--- src/rtl/sync_serial_port.sv ---
module sync_serial_port #(
  parameter int DW   = 8,
  parameter int DIVW = 4
) (
  input  logic       clk,
  input  logic       rst_n,
  input  logic       bus_wr,
  input  logic       bus_rd,
  input  logic [1:0] bus_addr,
  input  logic [7:0] bus_wdata,
  output logic [7:0] bus_rdata,
  input  logic       sck_i,
  output logic       sck_o,
  output logic       sck_oe,
  input  logic       pa_i,
  output logic       pa_o,
  output logic       pa_oe,
  input  logic       pb_i,
  output logic       pb_o,
  output logic       pb_oe,
  input  logic       sel_n_i,
  output logic       sel_o,
  output logic       sel_oe
);
  localparam int BW = (DW > 2) ? $clog2(DW) : 1;

  logic            master, gpio_en, gpio_val, busy, done, fault, sck_q, samp;
  logic [DIVW-1:0] div_n, div_cnt;
  logic [DW-1:0]   shreg, rx_q;
  logic [BW-1:0]   bits;
  logic [2:0]      sck_s;
  logic [1:0]      sel_s;

  wire sel_act   = ~sel_s[1];
  wire tick      = busy && (div_cnt == div_n);
  wire sl_en     = !master && sel_act;
  wire rise      = (master && tick && !sck_q) || (sl_en && sck_s[1] && !sck_s[2]);
  wire fall      = (master && tick &&  sck_q) || (sl_en && !sck_s[1] && sck_s[2]);
  wire in_bit    = master ? pb_i : pa_i;
  wire fault_hit = master && !gpio_en && sel_act;
  wire wr_ctrl   = bus_wr && bus_addr == 2'd0;
  wire wr_stat   = bus_wr && bus_addr == 2'd1;
  wire wr_data   = bus_wr && bus_addr == 2'd2;
  wire rd_data   = bus_rd && bus_addr == 2'd2;
  wire [DW-1:0] sh_next = {shreg[DW-2:0], samp};

  assign sck_o  = sck_q;
  assign sck_oe = master;
  assign pa_o   = shreg[DW-1];
  assign pa_oe  = master;
  assign pb_o   = shreg[DW-1];
  assign pb_oe  = sl_en;
  assign sel_o  = gpio_val;
  assign sel_oe = master && gpio_en;

  always_comb begin
    case (bus_addr)
      2'd0:    bus_rdata = 8'({div_n, 1'b0, gpio_val, gpio_en, master});
      2'd1:    bus_rdata = {6'd0, fault, done};
      2'd2:    bus_rdata = 8'(rx_q);
      default: bus_rdata = 8'd0;
    endcase
  end

  always_ff @(posedge clk or negedge rst_n) begin
    if (!rst_n) begin
      {master, gpio_en, gpio_val, busy, done, fault, sck_q, samp} <= '0;
      div_n <= '0; div_cnt <= '0; shreg <= '0; rx_q <= '0; bits <= '0;
      sck_s <= '0; sel_s <= 2'b11;
    end else begin
      sck_s <= {sck_s[1:0], sck_i};
      sel_s <= {sel_s[0], sel_n_i};
      if (wr_ctrl) {div_n, gpio_val, gpio_en, master} <= {bus_wdata[7:4], bus_wdata[2:0]};
      if (wr_stat) fault <= 1'b0;
      if (rd_data) done <= 1'b0;
      if (wr_data) begin
        shreg <= bus_wdata[DW-1:0];
        bits  <= '0;
        if (master) begin
          busy <= 1'b1; div_cnt <= '0; sck_q <= 1'b0;
        end
      end else begin
        if (busy) begin
          if (tick) begin
            div_cnt <= '0;
            sck_q   <= ~sck_q;
          end else div_cnt <= div_cnt + 1'b1;
        end
        if (rise) samp <= in_bit;
        if (fall) begin
          shreg <= sh_next;
          if (bits == BW'(DW-1)) begin
            bits <= '0; done <= 1'b1; rx_q <= sh_next; busy <= 1'b0;
          end else bits <= bits + 1'b1;
        end
        if (!master && !sel_act) bits <= '0;
      end
      if (fault_hit) begin
        master <= 1'b0; fault <= 1'b1; busy <= 1'b0; sck_q <= 1'b0;
      end
    end
  end
endmodule

--- config.mk ---
export PLATFORM = sky130hd
export DESIGN_NAME = sync_serial_port
export DESIGN_NICKNAME = d
export VERILOG_FILES = /design/src/rtl/sync_serial_port.sv
export SDC_FILE = /design/constraint.sdc
export NUM_CORES = 1
export LEC_CHECK = 0
export BUFFER_PORTS_ARGS = -buffer_cell sky130_fd_sc_hd__buf_2
export CAP_MARGIN = 20
export CORE_ASPECT_RATIO = 0.6
export CORE_UTILIZATION = 25
export CTS_BUF_LIST = sky130_fd_sc_hd__clkbuf_8
export DETAILED_ROUTE_END_ITERATION = 10
export PLACE_DENSITY = 0.54
export SYNTH_ARGS = -nofsm -noshare
export SYNTH_HDL_FRONTEND = slang
export SYNTH_SLANG_ARGS = --single-unit
--- constraint.sdc ---
create_clock -name clk -period 3.05 [get_ports clk]
set_input_delay 0.4575 -clock clk [delete_from_list [all_inputs] [get_ports clk]]
set_output_delay 0.4575 -clock clk [all_outputs]
set_load 0.05 [all_outputs]
==> metrics <==
H-tree lvl count 2; grt ovf 0; crit share post-route 67.46%; CTS tree done; NetSw 0.0006087 W; synthesized area 0.001952 sq mm; critical path cell sequence mux2i_1, o21ai_0, buf_2; CP max stage cell dfrtp_1; Combinational Power Share 28.3%; Slew HR 38.78%; DRT iter0 DRCs 62; DRT Wirelength 4.490 mm; drt wl/cell 14.82 microns; Startpoint Class flip-flop; Fin Setup TNS 0 ns; clk_lat worst skew 0.31 ns; largest net degree at the start of global routing 41; Pwr Density 718.9 mW/mm^2; drt pass-1 iters 4; # port buffers 33; Top-Level Pins 34; Final Hold Violating Endpoints 0; Clock Skew 0.01169 ns; sequential element share of the synthesized area 51.41%; CTS Hold Bufs 0; Worst Path Buf+Inv 1; sequential group share of total power 45.1%; initial antenna violation count 0; multi-input logic area 894.6 sq um; DP Cell Count 295; Remaining DRCs 0; worst slew pin tran 0.9183 ns; Yosys cell types 38; Post-CTS Resized 0; count of final setup violators 0; Clk pwr share 26.6%; #FFs+latches synth 40; gr usage total 12.26%; top cells by area, synth dfrtp_1 (49%), mux2_2 (8.7%), mux2i_1 (7.7%); cell count after synthesis 166; Synth top area share 48.72%; switching portion of total power 36.56%; Row Count 24; Chip Height 70.45 microns; total power 0.001665 W; Starting Density 26.32%; chip width 116.1 microns; critical path's top delay family flip-flops; Final min period 2.058 ns; total leakage power 1.106 nW; worst ir drop on vdd 268.5 uV; post-DP HPWL 3.392 mm; clock sinks 40; Reg area 0.001003 sq mm; Synth Warn # 0; Final Max Slew Viols 0; commonest non-fill, non-tap cell in the layout dfrtp_1; number of buffers created by CTS 5; Worst Path Max Fanout 12; achievable frequency 486.0 MHz; Synth area leader dfrtp_1; fraction of layout cells with a size suffix above 1 32.66%; final net count 219; core area 0.007417 sq mm; status completed; vias in the first global route 1,279; setup bufs post-CTS 0; Syn Nets 187; Reg clk slew, reported paths 0.08 ns; Mean Syn Cell Area 11.76 sq um; CP Capture Type output pin; final core utilization 31.22%; RSZ-0062 raised after global routing false; CP max stage delay 0.61 ns; Diodes inserted 0; Int Pwr 0.001056 W; CTS root buffer clkbuf_8; Antenna Nets Post-Route 0; Crit Path Class reg2out; Hold WC Path Type in2reg; hold slack 0.2493 ns; Finished Layout Cells 303; worst endpoint required time 2.59 ns; Final GP Congestion 0.7874; first-pass GRT wire length 7.203 mm; final-layout fill cell count 767; Via Count 1,342; most frequent cells in the layout dfrtp_1 (38), buf_2 (33), nor2_1 (18), mux2i_1 (15), mux2_2 (15); max cap viols 0; CP arrival 1.60 ns; drt via density 4.429; area grow syn2layout 18.65%; CTS max path bufs 2; die area 0.008177 sq mm
## worst reg2reg max path: stages, from the launching register on
cell,delay (ns)
dfrtp_1,0.44
xor2_1,0.21
nor3_4,0.31
nand2_1,0.19
o21ai_4,0.35
mux2_2,0.38
## cells in the mapped netlist (all sizes together)
library cell / count
a21oi: 11
inv: 1
nor3b: 1
xor2: 3
o21ai: 6
mux2i: 15
o21bai: 1
buf: 4
nand2: 7
o32ai: 1
and2: 3
mux2: 17
and3: 2
ha: 3
xnor2: 2
nor2b: 3
a21o: 2
nand4: 1
nand2b: 2
a211oi: 1
a41oi: 1
a22o: 3
nor3: 2
clkbuf: 5
nor4b: 1
nor2: 18
o41ai: 2
nand3b: 2
dfstp: 2
dfrtp: 38
nand4b: 1
nand3: 5
## state kept, by name, summed over array words and instances, names as in the netlist, 2 cells and up
| register | cells |
|---|---|
| sck_s | 3 |
| div_n | 4 |
| rx_q | 8 |
| div_cnt | 4 |
| sel_s | 2 |
| shreg | 8 |
| bits | 3 |
## kinds of logic (layout without fill, tap and decap cells)
logic type,count (synthesis),count (layout),synth area share [%]
multiplexers,32,32,17.50
buffers and inverters,10,43,2.756
AO/OA/AOI/OAI,28,28,10.58
adder cells (fa/ha/maj),3,3,1.923
XOR/XNOR,5,5,2.244
AND/OR/NAND/NOR,48,48,13.59
flip-flops,40,40,51.41
## final timing paths
path / slack (ns) / depth (start not counted) / endpoint / startpoint
min in group asynchronous: 0.27 / 1 / sck_s[1]$_DFF_PN0_ / rst_n
hold / removal: 0.25 / 1 / sel_s[0]$_DFF_PN1_ / sel_n_i
max in group asynchronous: 2.19 / 1 / rx_q[7]$_DFFE_PN0P_ / rst_n
setup / recovery: 0.99 / 3 / bus_rdata[0] / pa_oe$_DFFE_PN0P_
setup reg to reg: 1.06 / 5 / rx_q[5]$_DFFE_PN0P_ / div_n[0]$_DFFE_PN0P_
hold reg to reg: 0.36 / 0 / sck_s[1]$_DFF_PN0_ / sck_s[0]$_DFF_PN0_
## power groups by stage
stage	registers, W	clock network [W]	logic (W)
floorplan	0.000771	0	0.000336
global placement	0.000763	0	0.000467
detailed placement	0.000760	0	0.000474
CTS	0.000751	0.000455	0.000475
global route	0.000770	0.000476	0.000519
finish	0.000751	0.000443	0.000471
## metrics by stage
stage | worst slack (ns) | instance area (sq um)
4_1_cts | 0.9231 | 2316
3_5_place_dp | 0.9198 | 2205
5_1_grt | 0.8095 | 2316
2_1_floorplan | 0.4860 | 1952
6_report | 0.9924 | 2316
3_3_place_gp | 1.001 | 2205
## final cells by class
| type | instances | area share [%] |
|---|---|---|
| multi-input combinational | 116 | 38.63 |
| sequential | 40 | 43.33 |
| clock inverter | 3 | 1.837 |
| tap | 104 | 5.619 |
| timing repair buffer | 34 | 7.455 |
| clock buffer | 5 | 2.971 |
| inverter | 1 | 0.1621 |
## per-layer routing
metal  wire, microns  global-route usage, %  part of all wire (%)
met1            2598                  20.11                    58
met2            1514                  13.82                    34
met3             323                  4.688                   7.2
met4              53                  3.419                   1.2
met5               0                      0                     0
No activity file was read; power rests on OpenSTA's default activity.
